`src/rtl/gpio_bbm_pkg.sv`:
```
`timescale 1ns/1ps
// Shared definitions for the pin port: register locations.
package gpio_bbm_pkg;

    // Register locations on the bus; the order fixes the software map.
    typedef enum logic [1:0] {
        REG_PIN = 2'd0,
        REG_DIR = 2'd1,
        REG_OUT = 2'd2,
        REG_CFG = 2'd3
    } gpio_reg_e;

    // Bit of the configuration location that enables the turn-around gap.
    localparam int unsigned CFG_BBM_BIT = 0;

endpackage

```
`src/rtl/gpio_bbm_regs.sv`:
```
`timescale 1ns/1ps
// Register bank of the pin port: direction, output value and mode bit.
// Assumes bus_wr_en and bus_addr are stable around the rising edge.
// Writes to the pin location are dropped here.
module gpio_bbm_regs
    import gpio_bbm_pkg::*;
#(
    parameter int unsigned WIDTH = 8
) (
    input  logic             clk,
    input  logic             rst_n,
    input  logic             wr_en,
    input  logic [1:0]       addr,
    input  logic [WIDTH-1:0] wdata,
    output logic [WIDTH-1:0] dir_q,
    output logic [WIDTH-1:0] out_q,
    output logic             bbm_en_q,
    output logic             dir_wr
);

    logic out_wr;
    logic cfg_wr;

    // Decode which register a write targets.
    always_comb begin
        dir_wr = wr_en && (addr == REG_DIR);
        out_wr = wr_en && (addr == REG_OUT);
        cfg_wr = wr_en && (addr == REG_CFG);
    end

    // Hold direction, output value and mode bit; all clear on reset.
    always_ff @(posedge clk) begin
        if (!rst_n) begin
            dir_q    <= '0;
            out_q    <= '0;
            bbm_en_q <= 1'b0;
        end else begin
            if (dir_wr) dir_q    <= wdata;
            if (out_wr) out_q    <= wdata;
            if (cfg_wr) bbm_en_q <= wdata[CFG_BBM_BIT];
        end
    end

endmodule

```
`src/rtl/gpio_bbm_dir.sv`:
```
`timescale 1ns/1ps
// Drive-enable stage. It applies the direction register to the pins and,
// when the turn-around mode is on, blanks every pin whose direction bit
// flips for the one cycle after the write edge.
// Assumes dir_q is the register value before the edge that samples dir_wr.
module gpio_bbm_dir #(
    parameter int unsigned WIDTH = 8
) (
    input  logic             clk,
    input  logic             rst_n,
    input  logic             dir_wr,
    input  logic             bbm_en,
    input  logic [WIDTH-1:0] wdata,
    input  logic [WIDTH-1:0] dir_q,
    output logic [WIDTH-1:0] oe
);

    logic [WIDTH-1:0] flip;
    logic [WIDTH-1:0] gap_q;

    // Pins whose direction the pending write would change.
    always_comb flip = wdata ^ dir_q;

    // Record the pins to blank for one cycle; clear after that cycle.
    always_ff @(posedge clk) begin
        if (!rst_n)                gap_q <= '0;
        else if (dir_wr && bbm_en) gap_q <= flip;
        else                       gap_q <= '0;
    end

    // Drive enable per pin, forced off while in the gap.
    generate
        for (genvar i = 0; i < WIDTH; i++) begin : g_oe
            assign oe[i] = dir_q[i] & ~gap_q[i];
        end
    endgenerate

endmodule

```
`src/rtl/gpio_in_sync.sv`:
```
`timescale 1ns/1ps
// Two-stage pin capture, one copy per pin.
// Stage one closes on the falling clock edge: it follows the pin while the
// clock is high and holds its value while the clock is low. Stage two loads
// the held value on the next rising edge.
// Assumes pin levels are not changed exactly on a falling edge.
module gpio_in_sync #(
    parameter int unsigned WIDTH = 8
) (
    input  logic             clk,
    input  logic             rst_n,
    input  logic [WIDTH-1:0] pin_in,
    output logic [WIDTH-1:0] pin_q
);

    generate
        for (genvar i = 0; i < WIDTH; i++) begin : g_bit
            logic hold_q;

            // Stage one: value frozen at the end of the high phase.
            always_ff @(negedge clk) begin
                hold_q <= pin_in[i];
            end

            // Stage two: readable pin bit, loaded on the rising edge.
            always_ff @(posedge clk) begin
                if (!rst_n) pin_q[i] <= 1'b0;
                else        pin_q[i] <= hold_q;
            end
        end
    endgenerate

endmodule

```
`src/rtl/gpio_bbm_port.sv`:
```
`timescale 1ns/1ps
// Pin port top: register bank, drive-enable stage with the turn-around
// gap, pin capture, and the read multiplexer.
// Assumes WIDTH >= 2 so that location 3 has bits to read as zero.
module gpio_bbm_port
    import gpio_bbm_pkg::*;
#(
    parameter int unsigned WIDTH = 8
) (
    input  logic             clk,
    input  logic             rst_n,
    input  logic [1:0]       bus_addr,
    input  logic [WIDTH-1:0] bus_wdata,
    input  logic             bus_wr_en,
    output logic [WIDTH-1:0] bus_rdata,
    input  logic [WIDTH-1:0] pin_in,
    output logic [WIDTH-1:0] pin_oe,
    output logic [WIDTH-1:0] pin_out
);

    logic [WIDTH-1:0] dir_q;
    logic [WIDTH-1:0] out_q;
    logic [WIDTH-1:0] pin_q;
    logic             bbm_en_q;
    logic             dir_wr;

    gpio_bbm_regs #(.WIDTH(WIDTH)) u_regs (
        .clk      (clk),
        .rst_n    (rst_n),
        .wr_en    (bus_wr_en),
        .addr     (bus_addr),
        .wdata    (bus_wdata),
        .dir_q    (dir_q),
        .out_q    (out_q),
        .bbm_en_q (bbm_en_q),
        .dir_wr   (dir_wr)
    );

    gpio_bbm_dir #(.WIDTH(WIDTH)) u_dir (
        .clk    (clk),
        .rst_n  (rst_n),
        .dir_wr (dir_wr),
        .bbm_en (bbm_en_q),
        .wdata  (bus_wdata),
        .dir_q  (dir_q),
        .oe     (pin_oe)
    );

    gpio_in_sync #(.WIDTH(WIDTH)) u_sync (
        .clk    (clk),
        .rst_n  (rst_n),
        .pin_in (pin_in),
        .pin_q  (pin_q)
    );

    // Driven level follows the output register.
    assign pin_out = out_q;

    // Read multiplexer over the four locations.
    always_comb begin
        unique case (gpio_reg_e'(bus_addr))
            REG_PIN: bus_rdata = pin_q;
            REG_DIR: bus_rdata = dir_q;
            REG_OUT: bus_rdata = out_q;
            REG_CFG: bus_rdata = {{(WIDTH-1){1'b0}}, bbm_en_q};
            default: bus_rdata = '0;
        endcase
    end

endmodule

```
`config.mk`:
```
export PLATFORM = sky130hd
export DESIGN_NAME = gpio_bbm_port
export DESIGN_NICKNAME = d
export VERILOG_FILES = /design/src/rtl/gpio_bbm_pkg.sv /design/src/rtl/gpio_bbm_regs.sv /design/src/rtl/gpio_bbm_dir.sv /design/src/rtl/gpio_in_sync.sv /design/src/rtl/gpio_bbm_port.sv
export SDC_FILE = /design/constraint.sdc
export NUM_CORES = 1
export LEC_CHECK = 0
export ABC_CLOCK_PERIOD_IN_PS = 850
export CAP_MARGIN = 20
export CORE_MARGIN = 2
export CORE_UTILIZATION = 42
export DETAILED_ROUTE_END_ITERATION = 7
export PLACE_DENSITY = 0.86
export SETUP_SLACK_MARGIN = 0.02
export SYNTH_ARGS = -nofsm -noshare
export SYNTH_HDL_FRONTEND = slang
export SYNTH_SLANG_ARGS = --single-unit
```
`constraint.sdc`:
```
create_clock -name clk -period 0.85 [get_ports clk]
set_input_delay 0.1275 -clock clk [delete_from_list [all_inputs] [get_ports clk]]
set_output_delay 0.1275 -clock clk [all_outputs]
set_load 0.02 [all_outputs]
```
==> impl_results.md, run 1 <==
- # Max-Cap Violations: 0
- CTS tree: done
- Most frequent cells in the layout: buf_6 (45), dfxtp_1 (22), nand2_1 (19)
- Arrival time worst endpoint: approximately 1200 ps
- DR WL/cell: around 22 um
- Int Pwr: 3.29 mW
- Mapped Cells: ~150
- Initial Util: 0.434
- Synth top area share: 0.517
- Final wirelength: between 6000 and 7000 um
- Via count: 1457
- Peak per-stage delay on the critical path: 460 ps
- Ratio of cells with drive above 1 in the final layout: 0.609
- Worst R2R Start: u_regs.dir_q[6]$_SDFFE_PN0P_
- Worst hold start: bus_wdata[1]
- First-pass GRT wire length: 7710 um
- DRT antenna net count: 0
- Distinct cells, synth: 18
- Crit end category: output port
- Layout fillers: 172
- Min cycle time layout: 1370 ps
- Core Util, Final: 0.865
- Largest net degree at the start of global routing: 19
- TNS Setup: -8540 ps
- GR Overflow Total: 0
- RSZ-0062 raised after global routing: yes
- LEAKAGE: 1.33 nW
- Dpl hpwl: 2920 um
- Final WS setup: -522 ps
- Global Route Usage Sum: 0.252
- Total clock buffers created by CTS: 5
- Final nets: 254
- Inserted Diodes: 0
- Clock transition at the registers of the reported paths: roughly 90 ps
- Yosys top cell by area: dfxtp_1
- P_sw: 1.23 mW
- Most common cell after layout, fill and taps aside: buf_6
- Slew Limit Fails: 0
- Rows: 22
- Port-buffer cells: 44
- Core area: roughly 3700 sq um
- VDD IR max: 0.00166 V
- Fmax: about 730 MHz
- Sw Share: 0.272
- Ranking of synthesized cells by area: dfxtp_1 (52%), mux2i_1 (15%), nand2_1 (5.7%), nor3_2 (5.0%), xnor2_1 (4.4%)
- Final period utilization: 1.61
- Hold-fix buffers, CTS: 0
- Netlist Area Pre-Place: between 1500 and 2000 sq um
- Die X: 65.5 um
- Htree depth: 2
- Number of setup violations in the final report: 45
- HP Class: input pin to flop
- M1 GR Usage: 0.292
- Via-per-instance ratio: 5.19
- Reg power frac: 0.452
- Vias in the first global route: 1450
- Worst Max-Slew Pin Slew: 351 ps
- Avg Inst Size Synth: 11.0 sq um
- GRT Max-Usage Layer: met2
- Clock Sinks: 41
- Outcome: complete, but fails checks
- Pwr Density: approximately 1400 nW/um^2
- Failing checks: negative setup slack
- Flops & latches, synth: just over 40
- Req. time, crit path: 720 ps
- 1st-iter DRT viols: 46
- Crit start category: flop
- Placed Instances: 255
- GR Util met3: 0.0411
- Slew HR: 0.766
- Post-synth net total: about 170
- Clock Power Share: 0.342
- Final GP Congestion: ~0.84
- Worst-Skew Late Latency: ~350 ps
- Critical path origin: u_regs.dir_q[0]$_SDFFE_PN0P_
- Cells along the critical path: mux4_2, buf_6
- Synth Warn #: 0
- Crit-path slowest cell: mux4_2
- Largest fanout on the critical path: 3
- Combinational share of power: 0.206
- First-pass DRT Iterations: 4
- CTS Root Cell: clkbuf_8
- Clk buf depth: 2
- Crit Path Category: flop to output port
- Sequential area share after synthesis: 0.517
- Met2 usage: 0.445
- Die ar.: 4290 sq um
- Initial antenna violation count: 0
- Syn-to-layout area delta: 99.3%
- Residual DRC: 0
- Final hold vios: 0
- DP Area: 2440 sq um
- DIE HEIGHT: 65.5 um
- Final non-filler cell area: 3170 sq um
- Final hold slack: 265 ps
- Skew final: 58.3 ps
- Top-level I/O count: 45
- Layout Cells excl Fill: 281
## repair_timing
item / CTS / global route
gates resized for setup: 223 / 42
setup buffers: 5 / 10
pin swaps: 16 / 11
endpoints found under the setup margin: 57 / 47
cloned: 3 / 1
## worst paths after layout
path / depth (start not counted) / slack (ps) / to
max: 2 / -520 / bus_rdata[0]
min: 3 / 270 / u_dir.gap_q[1]$_SDFF_PN0_
max reg2reg: 4 / -240 / u_dir.gap_q[6]$_SDFF_PN0_
min reg2reg: 2 / 570 / u_regs.dir_q[3]$_SDFFE_PN0P_
## power groups by stage
| stage | logic (mW) | registers [mW] | clock network [mW] |
|---|---|---|---|
| after global routing | 0.960 | 2.05 | 1.65 |
| final | 0.932 | 2.05 | 1.55 |
| after CTS | 0.806 | 2.05 | 1.54 |
| after global placement | 0.623 | 2.06 | 0.0653 |
| after detailed placement | 0.642 | 2.07 | 0.0653 |
| after floorplan | 0.316 | 2.08 | 0.0653 |
## layer usage
metal  wire length [um]  vias up
li1                   -      664
met1               2440      708
met2               3220       63
met3                206       22
met4                228        0
met5                  0        -
## registers in the layout (all words and copies together) (netlist names)
name,cells
u_sync.g_bit.hold_q,8
u_regs.out_q,8
u_sync.pin_q,8
u_regs.bbm_en_q,1
u_dir.gap_q,8
u_regs.dir_q,8
## Yosys cell counts (all sizes together)
cell and n:
xnor2 8, buf 9, nand3b 1, nand3 1, nor2b 9, inv 1
mux2i 24, dfxtp 41, nor3 8, and2 8, nand2 25, clkbuf 1
o2bb2ai 7, mux4 1, and3b 1
## cell families (layout without fill, tap and decap cells)
family	count (synthesis)	count (layout)	share of synthesized area
xor gates and xnor gates	8	8	0.0441
and+or+nand+nor	53	54	0.191
buffers and inverters	11	98	0.0441
DFF	41	41	0.517
muxes	25	25	0.165
AOI/OAI and AO/OA	7	7	0.0386
## per-stage QoR
| stage | worst slack [ps] | power (mW) |
|---|---|---|
| after floorplan | -142 | 2.46 |
| after global placement | -1030 | 2.75 |
| after detailed placement | -1050 | 2.78 |
| after CTS | -532 | 4.39 |
| after global routing | -537 | 4.66 |
| final | -522 | 4.52 |
## area by class of cell
type | instances | area, sq um | share of cell area
clock buffer | 7 | 97.6 | 0.0308
clock inverter | 8 | 30.0 | 0.00948
multi-input combinational | 94 | 1150 | 0.364
sequential | 41 | 862 | 0.272
tap | 48 | 60.1 | 0.0190
timing repair buffer | 83 | 963 | 0.304
## worst max-delay path, delay by kind of cell, from the launching register on
kind | cells | cell delay, ps
buf+inv | 1 | 150
flops | 1 | 340
mux | 1 | 460
No activity file was read; power rests on OpenSTA's default activity.
==> run 2: changes to the inputs <==
- CORE_UTILIZATION: 42 -> 54
- CTS_CLUSTER_DIAMETER: not set -> 120
- DONT_BUFFER_PORTS: not set -> 1
- PLACE_DENSITY: 0.86 -> 0.83
==> run 2 against run 1 <==
The flow finishes with violations (negative hold slack, negative setup slack). Non-clock buffer count fell by 43. Hold slack worse by 370 ps. Via count down 16%. Clock skew decreased by 8.9 ps. Largest power group unchanged. Clock power is 27% lower. Wire length fell by 29%. Die area down 21%. Register-to-register slack better by 110 ps. Sequential share of layout area is 8.4 points higher. Combinational power down 42%. Clock-buffer cell count decreased by 2.
==> impl_results.md, run 2 (synthesis gave the netlist of run 1 again) <==
- Outcome: complete, but fails checks
- Failing checks: negative hold slack, negative setup slack
- Skew final: a little under 50 ps
- Ratio of cells with drive above 1 in the final layout: 0.484
- 1st-iter DRT viols: 32
- Crit end category: output port
- DIE HEIGHT: 58.2 um
- Layout Cells excl Fill: 221
- Worst Max-Slew Pin Slew: 241 ps
- Combinational share of power: 0.145
- Clk buf depth: 2
- Final hold vios: 25
- Worst-Skew Late Latency: 410 ps
- Min cycle time layout: approximately 1400 ps
- Port-buffer cells: 0
- Req. time, crit path: 720 ps
- Die X: 58.2 um
- DRT antenna net count: 0
- GR Overflow Total: 0
- Reg power frac: 0.550
- Core area: 2780 sq um
- Placed Instances: slightly below 200
- Final hold slack: -102 ps
- Dpl hpwl: 2430 um
- Cell family with most CP delay: multiplexers
- Largest fanout on the critical path: 2
- Total clock buffers created by CTS: 5
- Inserted Diodes: 0
- Residual DRC: 0
- Pwr Density: 1510 nW/um^2
- Initial Util: 0.571
- Reg area: 872 sq um
- VDD IR max: 0.00227 V
- CTS Root Cell: clkbuf_4
- WP buf/inv: 0
- Fmax: around 700 MHz
- HP Class: input pin to flop
- Largest net degree at the start of global routing: 34
- Multi-input logic area: roughly 1000 sq um
- Clock transition at the registers of the reported paths: 140 ps
- Clock Power Share: 0.305
- Die ar.: between 3000 and 4000 sq um
- FF-to-FF path depth: 1
- Crit Path Category: flop to output port
- Via count: roughly 1.2k
- First-pass DRT Iterations: 4
- Core Util, Final: 0.879
- LEAKAGE: 1.03 nW
- # Max-Cap Violations: 0
- Syn-to-layout area delta: 53.9%
- Hold path depth: 1
- Final wirelength: 4320 um
- Layout fillers: 115
- Slew Limit Fails: 0
- Top-level I/O count: 45
- Crit start category: flop
- Cells along the critical path: mux4_2
- Number of setup violations in the final report: 38
- Slew HR: 0.838
- Final WS setup: -549 ps
- P_sw: 1.07 mW
- Peak per-stage delay on the critical path: between 500 and 600 ps
- Rows: 19
- Final GP Congestion: 0.804
- Vias in the first global route: 1210
- Via-per-instance ratio: 5.52
- WP depth: 1
- Final nets: 210
- TNS Setup: -7820 ps
- First-pass GRT wire length: around 6000 um
- Global Route Usage Sum: 0.240
- Int Pwr: 2.63 mW
- Hold-fix buffers, CTS: 10
- Clock Sinks: 41
- Htree depth: 2
- RSZ-0062 raised after global routing: yes
- Initial antenna violation count: 0
- Most frequent cells in the layout: nand2_1 (24), dfxtp_1 (24), mux2i_1 (17)
- Final period utilization: 1.65
- CTS tree: done
- DR WL/cell: 19.5 um
- Sw Share: 0.289
- Crit-path slowest cell: mux4_2
- Arrival time worst endpoint: 1270 ps
==> run 2: changes by cell type in the layout (fill, tap and decap cells not counted), sizes merged <==
cell | before | now
buf | 65 | 30
clkdlybuf4s50 | 15 | 0
dlygate4sd3 | 0 | 10
clkbuf | 8 | 5
clkinv | 0 | 1
clkinvlp | 0 | 1
dlygate4sd2 | 1 | 0
dlymetal6s2s | 1 | 0
inv | 8 | 9
nand2 | 26 | 25
==> run 2: final timing paths <==
kind	to	slack [ps]	from
max	bus_rdata[0]	-550	u_regs.bbm_en_q$_SDFFE_PN0P_
min	u_sync.pin_q[0]$_SDFF_PN0_	-100	rst_n
max reg2reg	u_sync.pin_q[5]$_SDFF_PN0_	-130	u_sync.g_bit[5].hold_q$_DFF_N_
min reg2reg	u_regs.out_q[7]$_SDFFE_PN0P_	510	u_regs.out_q[7]$_SDFFE_PN0P_
==> run 2: repair_timing <==
| action | in CTS | in global routing |
|---|---|---|
| setup endpoints to repair | 40 | 42 |
| resized for setup | 41 | 33 |
| hold endpoints to repair | 33 | 25 |
| setup buffers | 1 | 0 |
| pin swaps | 15 | 6 |
==> run 2: cell type report <==
class	instances	share of cell area
Tap cell	31	0.0159
Clock buffer	5	0.0154
Clock inverter	11	0.0200
Multi-Input combinational cell	93	0.414
Sequential cell	41	0.357
Timing Repair Buffer	40	0.178
==> run 2: routing by layer <==
| metal | vias up | routed length, um | track usage |
|---|---|---|---|
| met4 | 0 | 72 | 0.0498 |
| met3 | 10 | 259 | 0.0759 |
| met5 | - | 0 | 0 |
| met1 | 584 | 1730 | 0.284 |
| met2 | 48 | 2250 | 0.429 |
| li1 | 577 | - | - |
==> run 2: power by group through the flow <==
stage | registers, mW | logic [mW] | clock network (mW)
after floorplan | 2.08 | 0.316 | 0.0653
after global placement | 2.07 | 0.372 | 0.0653
after detailed placement | 2.07 | 0.386 | 0.0653
after CTS | 2.03 | 0.463 | 1.12
after global routing | 2.04 | 0.557 | 1.22
final | 2.03 | 0.537 | 1.13
==> run 2: metrics by stage <==
| stage | hold slack [ps] | worst slack (ps) | power (mW) | instance area [sq um] |
|---|---|---|---|---|
| 2_1_floorplan | 289 | -142 | 2.46 | 1760 |
| 3_3_place_gp | 254 | -102 | 2.51 | 1970 |
| 3_5_place_dp | 255 | -120 | 2.52 | 1970 |
| 4_1_cts | -110 | -531 | 3.62 | 2280 |
| 5_1_grt | -116 | -569 | 3.81 | 2440 |
| 6_report | -102 | -549 | 3.70 | 2440 |
